==> src/rtl/fir2_pkg.sv <==
// Shared types for the two-output FIR engine.
// Assumes: nothing beyond IEEE 1800-2017 synthesizable subset.
package fir2_pkg;

    // Sequencer phases: idle, coefficient sweep, first output, second output.
    typedef enum logic [1:0] {
        PH_IDLE  = 2'd0,
        PH_SWEEP = 2'd1,
        PH_OUT_A = 2'd2,
        PH_OUT_B = 2'd3
    } fir2_phase_e;

endpackage

==> src/rtl/fir2_coef_bank.sv <==
// Coefficient register bank with one write port and one combinational read port.
// Assumes: lock is high whenever a sweep is in flight; writes then are dropped.
module fir2_coef_bank #(
    parameter int TAPS = 8,
    parameter int CW   = 16,
    localparam int KW  = (TAPS > 1) ? $clog2(TAPS) : 1
) (
    input  logic                 clk,
    input  logic                 rst_n,
    input  logic                 we,
    input  logic                 lock,
    input  logic [KW-1:0]        waddr,
    input  logic signed [CW-1:0] wdata,
    input  logic [KW-1:0]        raddr,
    output logic signed [CW-1:0] rdata
);

    logic signed [CW-1:0] mem [TAPS];

    // Store a coefficient when the engine is idle; clear all on reset.
    always_ff @(posedge clk) begin
        if (!rst_n) begin
            for (int i = 0; i < TAPS; i++) mem[i] <= '0;
        end else if (we && !lock) begin
            mem[waddr] <= wdata;
        end
    end

    // Single read path feeding both MAC lanes.
    assign rdata = mem[raddr];


    coef_write_chk: assert property (@(posedge clk) disable iff (!rst_n)
        (we && !lock) |=> (mem[$past(waddr)] == $past(wdata)));

endmodule

==> src/rtl/fir2_history.sv <==
// Circular sample history of TAPS+1 entries with two write and two read ports.
// Each push stores two samples; read ports give x(n-k) (older) and x(n+1-k) (newer).
// Assumes: tap index k < TAPS; push only while the sweep is not reading.
module fir2_history #(
    parameter int TAPS = 8,
    parameter int DW   = 16,
    localparam int KW  = (TAPS > 1) ? $clog2(TAPS) : 1,
    localparam int D   = TAPS + 1,
    localparam int PW  = $clog2(D)
) (
    input  logic                 clk,
    input  logic                 rst_n,
    input  logic                 push,
    input  logic signed [DW-1:0] s_first,
    input  logic signed [DW-1:0] s_second,
    input  logic [KW-1:0]        tap,
    output logic signed [DW-1:0] rd_old,
    output logic signed [DW-1:0] rd_new
);

    localparam logic [PW:0] DEPTH = (PW+1)'(D);

    logic signed [DW-1:0] mem [D];
    logic [PW-1:0]        head;
    logic [PW:0]          w1, w2, r_new, r_old;

    // Wrap a value below 2*D into the range 0..D-1.
    function automatic logic [PW:0] wrap(input logic [PW:0] v);
        return (v >= DEPTH) ? v - DEPTH : v;
    endfunction

    // Write slots for the two incoming samples and read slots for the current tap.
    always_comb begin
        w1    = wrap({1'b0, head} + (PW+1)'(1));
        w2    = wrap({1'b0, head} + (PW+1)'(2));
        r_new = wrap({1'b0, head} + DEPTH - (PW+1)'(tap));
        r_old = wrap({1'b0, head} + DEPTH - (PW+1)'(tap) - (PW+1)'(1));
    end

    // Store a sample pair and move the head to the newest entry.
    always_ff @(posedge clk) begin
        if (!rst_n) begin
            for (int i = 0; i < D; i++) mem[i] <= '0;
            head <= '0;
        end else if (push) begin
            mem[w1[PW-1:0]] <= s_first;
            mem[w2[PW-1:0]] <= s_second;
            head            <= w2[PW-1:0];
        end
    end

    assign rd_new = mem[r_new[PW-1:0]];
    assign rd_old = mem[r_old[PW-1:0]];


    head_range_chk: assert property (@(posedge clk) disable iff (!rst_n)
        push |=> ({1'b0, head} < DEPTH));

endmodule

==> src/rtl/fir2_mac.sv <==
// One multiply-accumulate lane with guard bits; clear has priority over accumulate.
// Assumes: AW is wide enough for TAPS full-scale products.
module fir2_mac #(
    parameter int DW = 16,
    parameter int CW = 16,
    parameter int AW = 36
) (
    input  logic                 clk,
    input  logic                 rst_n,
    input  logic                 clear,
    input  logic                 en,
    input  logic signed [CW-1:0] coef,
    input  logic signed [DW-1:0] smp,
    output logic signed [AW-1:0] acc
);

    logic signed [DW+CW-1:0] prod;

    // Full-precision product of coefficient and sample.
    assign prod = coef * smp;

    // Clear at the start of a pair, otherwise add one product per sweep cycle.
    always_ff @(posedge clk) begin
        if (!rst_n || clear) acc <= '0;
        else if (en)         acc <= acc + AW'(prod);
    end


    acc_clear_chk: assert property (@(posedge clk) disable iff (!rst_n)
        clear |=> (acc == '0));

endmodule

==> src/rtl/dual_mac_fir.sv <==
// Two-output FIR engine: one coefficient sweep of TAPS cycles fills two MAC lanes,
// then y(n) and y(n+1) are rounded, clipped and presented on consecutive cycles.
// Assumes: start is honoured only when idle; coefficient writes only when idle.
module dual_mac_fir #(
    parameter int TAPS = 8,
    parameter int DW   = 16,
    parameter int CW   = 16,
    parameter int OW   = 16,
    parameter int FRAC = 15,
    localparam int KW  = (TAPS > 1) ? $clog2(TAPS) : 1,
    localparam int AW  = DW + CW + KW + 1
) (
    input  logic                 clk,
    input  logic                 rst_n,
    input  logic                 coef_we,
    input  logic [KW-1:0]        coef_addr,
    input  logic signed [CW-1:0] coef_wdata,
    input  logic                 start,
    input  logic signed [DW-1:0] x_first,
    input  logic signed [DW-1:0] x_second,
    output logic                 busy,
    output logic                 done,
    output logic                 y_valid,
    output logic signed [OW-1:0] y_data
);
    import fir2_pkg::*;

    localparam int LANES = 2;
    localparam logic signed [AW:0] HALF = $signed((AW+1)'(1) << (FRAC-1));
    localparam logic signed [AW:0] MAXV = $signed((AW+1)'((64'sd1 <<< (OW-1)) - 1));
    localparam logic signed [AW:0] MINV = -MAXV - (AW+1)'(1);
    localparam logic [KW-1:0]      LAST = KW'(TAPS - 1);

    fir2_phase_e          phase;
    logic [KW-1:0]        tap;
    logic                 accept;
    logic signed [CW-1:0] coef;
    logic signed [DW-1:0] lane_smp [LANES];
    logic signed [AW-1:0] lane_acc [LANES];

    // Scale by 2^-FRAC with round-half-up, then clip to the output range.
    function automatic logic signed [OW-1:0] round_clip(input logic signed [AW-1:0] a);
        logic signed [AW:0] r;
        r = ($signed({a[AW-1], a}) + HALF) >>> FRAC;
        if (r > MAXV)      return MAXV[OW-1:0];
        else if (r < MINV) return MINV[OW-1:0];
        else               return r[OW-1:0];
    endfunction

    assign accept = start && (phase == PH_IDLE);
    assign busy   = (phase != PH_IDLE);

    // Phase sequencer and tap counter.
    always_ff @(posedge clk) begin
        if (!rst_n) begin
            phase <= PH_IDLE;
            tap   <= '0;
        end else begin
            case (phase)
                PH_IDLE:  if (start) begin phase <= PH_SWEEP; tap <= '0; end
                PH_SWEEP: if (tap == LAST) phase <= PH_OUT_A;
                          else             tap   <= tap + KW'(1);
                PH_OUT_A: phase <= PH_OUT_B;
                default:  phase <= PH_IDLE;
            endcase
        end
    end

    fir2_coef_bank #(.TAPS(TAPS), .CW(CW)) u_coef (
        .clk(clk), .rst_n(rst_n), .we(coef_we), .lock(busy),
        .waddr(coef_addr), .wdata(coef_wdata), .raddr(tap), .rdata(coef)
    );

    fir2_history #(.TAPS(TAPS), .DW(DW)) u_hist (
        .clk(clk), .rst_n(rst_n), .push(accept),
        .s_first(x_first), .s_second(x_second), .tap(tap),
        .rd_old(lane_smp[0]), .rd_new(lane_smp[1])
    );

    // Lane 0 builds y(n) from x(n-k); lane 1 builds y(n+1) from x(n+1-k).
    for (genvar g = 0; g < LANES; g++) begin : g_lane
        fir2_mac #(.DW(DW), .CW(CW), .AW(AW)) u_mac (
            .clk(clk), .rst_n(rst_n), .clear(accept),
            .en(phase == PH_SWEEP), .coef(coef),
            .smp(lane_smp[g]), .acc(lane_acc[g])
        );
    end

    // Present lane 0 then lane 1; drive zero when no result is shown.
    always_comb begin
        y_valid = (phase == PH_OUT_A) || (phase == PH_OUT_B);
        done    = (phase == PH_OUT_B);
        if (phase == PH_OUT_A)      y_data = round_clip(lane_acc[0]);
        else if (phase == PH_OUT_B) y_data = round_clip(lane_acc[1]);
        else                        y_data = '0;
    end


    done_valid_chk: assert property (@(posedge clk) disable iff (!rst_n)
        done |-> y_valid);


    pair_order_chk: assert property (@(posedge clk) disable iff (!rst_n)
        (y_valid && !done) |=> (y_valid && done));


    busy_entry_chk: assert property (@(posedge clk) disable iff (!rst_n)
        $rose(busy) |-> $past(start));


    out_end_chk: assert property (@(posedge clk) disable iff (!rst_n)
        done |=> !y_valid && !busy);

endmodule

==> config.mk <==
export PLATFORM = sky130hd
export DESIGN_NAME = dual_mac_fir
export DESIGN_NICKNAME = d
export VERILOG_FILES = /design/src/rtl/fir2_pkg.sv /design/src/rtl/fir2_coef_bank.sv /design/src/rtl/fir2_history.sv /design/src/rtl/fir2_mac.sv /design/src/rtl/dual_mac_fir.sv
export SDC_FILE = /design/constraint.sdc
export NUM_CORES = 2
export LEC_CHECK = 0
export ABC_CLOCK_PERIOD_IN_PS = 11600
export BUFFER_PORTS_ARGS = -buffer_cell sky130_fd_sc_hd__buf_2
export CORE_MARGIN = 3
export CORE_UTILIZATION = 33
export CTS_CLUSTER_SIZE = 10
export DETAILED_ROUTE_END_ITERATION = 6
export PLACE_DENSITY = 0.55
export SYNTH_ARGS = -nofsm -noshare
export SYNTH_HDL_FRONTEND = slang
export SYNTH_SLANG_ARGS = --single-unit
==> constraint.sdc <==
create_clock -name clk -period 11.6 [get_ports clk]
set_input_delay 1.16 -clock clk [delete_from_list [all_inputs] [get_ports clk]]
set_output_delay 1.16 -clock clk [all_outputs]
set_load 0.005 [all_outputs]
==> results by group <==
Floorplan
  • Starting Density: approximately a third
  • Die area: 0.154 mm^2
  • Core ar.: roughly 0.15 mm^2
  • Row cnt: between 100 and 150
  • Die height: 392 um
  • Die W: approximately 400 um
  • Top Ports: 74

CTS
  • Clk buf depth: 3
  • H-tree depth: 2
  • Clock root buffer master: clkbuf_16
  • CTS Hold Buffers Added: 0
  • Num Clock Sinks: 468
  • CTS buffer count: 56
  • Worst-skew pair later-pin latency: between 600 and 700 ps
  • CTS tree: yes
  • Clock slew at reported path FFs: approximately 60 ps

Routing
  • Number of iterations in the first detailed-routing pass: 5
  • Detail Route Antenna Nets: 0
  • Vias: around 34,000
  • Via density: between 5 and 6
  • Drt initial violations: approximately 2,700
  • Final WL: around 150,000 um
  • Wirelength per Cell: approximately 22 um
  • Residual DRC: 0

Setup path
  • CP Class: flop to flop
  • Arrival @ worst endpoint: 11,570 ps
  • Crit-path max FO: 31
  • FF-to-FF setup slack: approximately 610 ps
  • Crit. End Element: flop
  • Slowest stage cell, crit path: fa_2
  • Peak per-stage delay on the critical path: approximately 750 ps
  • Req. time, crit path: 12,180 ps
  • Crit path launch type: flop

Synth
  • Post-Syn Nets: roughly 5,500
  • Post-synth ARST share: 0%
  • Number of synthesized flops with an enable pin: between 300 and 400
  • Synthesized area per cell: between 10 and 15 um^2
  • Post-synthesis cell type count: a little over 90
  • Yosys warning total: 0
  • Post-synthesis cell area: a little under 0.05 mm^2
  • Sequential area share after synthesis: a little over a quarter
  • Synthesized flop and latch total: roughly 470
  • Post-Syn Instances: approximately 4,600
  • Ys flop type: edfxtp_1

Timing
  • Rel. slew slack: 17.8%
  • Setup TNS: 0 ps
  • Tmin final: 10,990 ps
  • Slew Limit Fails: 0
  • Fin crit share: between 90% and 100%
  • Worst-Margin Slew: approximately 1200 ps
  • Worst hold margin: ~480 ps
  • Hold Violations, Final: 0
  • Worst clock skew: approximately 48 ps
  • RSZ-0062 raised after global routing: false
  • Final Setup Violations: 0
  • Peak Freq: 0.0910 GHz

Placed design
  • PortBufs: 73
  • Final GP Congestion: around 0.87
  • Detail Placement HPWL: 107,000 um
  • Cells after DPL: 6,441

Final layout
  • Core Util, Final: a little over a third
  • Share of cells above drive strength 1: 13.4%
  • Area grow syn2layout: 9.39%
  • # nets final: about 5,500
  • Most common cell after layout, fill and taps aside: inv_1
  • Most frequent cells in the layout: inv_1 (676), fa_1 (629), nand2_1 (527), edfxtp_1 (384), nor2_1 (277)
  • Flip-flop and latch area: ~0.013 mm^2
  • Fillcell total: around 15,000
  • Area of the multi-input gates: 0.0325 mm^2
  • Final Non-Filler Cells: approximately 6,600

GRT
  • Vias in the first global route: approximately 36,000
  • Overflow after GRT: 0
  • Largest net degree at the start of global routing: 40
  • First-pass GRT wire length: 226,000 um
  • Initial antenna violation count: 13
  • Global Route Usage Sum: between 15 and 20%

Job
  • Number of max-cap violations: 0

Outcome
  • Status: completed

Worst hold path
  • Worst hold path type: flop to flop
## Yosys cell counts, types with 10 or more instances
library cell,n,area [um^2]
or2_1,17,106
mux4_1,30,788
and3_1,13,81.3
a21o_1,45,338
buf_4,21,158
a31oi_1,28,175
dfxtp_1,84,1680
o221ai_1,13,114
mux4_2,128,2880
o21ai_0,163,816
xnor2_1,58,508
nor3_1,19,95.1
clkbuf_1,167,627
ha_1,236,2950
nand2b_1,31,194
o31ai_1,18,135
xor2_1,48,420
a21oi_1,71,355
nand3_1,52,260
and2_1,254,1590
buf_2,11,55.1
edfxtp_1,384,11500
a22o_1,49,429
nor2_1,285,1070
mux2i_1,100,1000
fa_1,630,12600
nand2_1,528,1980
buf_6,23,259
a211oi_1,22,165
nand4_1,22,138
or2_2,10,62.6
buf_1,14,52.6
nor2b_1,42,263
mux2_2,117,1320
inv_1,676,2540
## per-layer routing
metal  GRT usage, %  vias to the layer above  part of all wire (%)
met4           6.44                        2                   3.7
li1               -                    15200                     -
met5              0                        -                0.0048
met2           33.3                     1045                    49
met1           24.8                    17600                    42
met3           2.66                      251                   5.5
## path summary, 6_finish.rpt
path                                                          start                              endpoint  depth (start not counted)
worst min-delay path            g_lane[1].u_mac.acc[7]$_SDFFE_PP0P_   g_lane[1].u_mac.acc[7]$_SDFFE_PP0P_                          2
worst min register to register  g_lane[1].u_mac.acc[7]$_SDFFE_PP0P_   g_lane[1].u_mac.acc[7]$_SDFFE_PP0P_                          2
worst max register to register          u_hist.head[1]$_SDFFE_PN0P_  g_lane[0].u_mac.acc[33]$_SDFFE_PP0P_                         37
worst max-delay path                    u_hist.head[1]$_SDFFE_PN0P_  g_lane[0].u_mac.acc[33]$_SDFFE_PP0P_                         37
## cell type report
cell class              instances  area share (%)
multi-input cells            3167            60.2
flip-flops and latches        468            24.5
inverters                     677            4.71
well taps                    1930            4.48
repair buffers                214            2.94
clock buffers                  81            2.81
clock inverters                12           0.306
diodes                          2         0.00928
## critical path: cells and delay by family, from the launching register on
| family | cells | cell delay [ps] |
|---|---|---|
| AND/OR/NAND/NOR | 7 | 1270 |
| buffers and inverters | 7 | 680 |
| multiplexers | 3 | 1180 |
| XOR/XNOR | 1 | 330 |
| AO/OA/AOI/OAI | 9 | 2250 |
| flip-flops | 1 | 510 |
| adder cells (fa/ha/maj) | 10 | 4640 |
## stage by stage
step,worst slack [ps],cell area (um^2)
floorplan,1790,49300
global route,60.4,53900
CTS,182,53700
detailed placement,233,52100
finish,612,53900
global placement,419,52100
## repair_timing
item	in CTS	in global routing
setup buffers	0	15
resized for setup	0	6
endpoints found under the setup margin	0	17
## kinds of logic (layout without fill, tap and decap cells)
group | after synthesis | count (layout) | share of synthesized area, %
buffers and inverters | 929 | 984 | 7.86
adders and majority gates | 866 | 866 | 31.6
and+or+nand+nor | 1320 | 1320 | 12.6
muxes | 390 | 390 | 12.7
other | 0 | 2 | 0
xor gates and xnor gates | 108 | 108 | 1.95
DFF | 468 | 468 | 26.8
AOI/OAI and AO/OA | 483 | 483 | 6.45
## state kept, by name, summed over array words and instances (netlist names), named ones only
| name | flops |
|---|---|
| u_hist.mem | 256 |
| u_coef.mem | 128 |
| g_lane.u_mac.acc | 72 |
| u_hist.head | 4 |
| tap | 3 |
| phase | 2 |
Power is not shown: default switching activity piles up to over one toggle a cycle in this logic, so the estimate is an artifact.
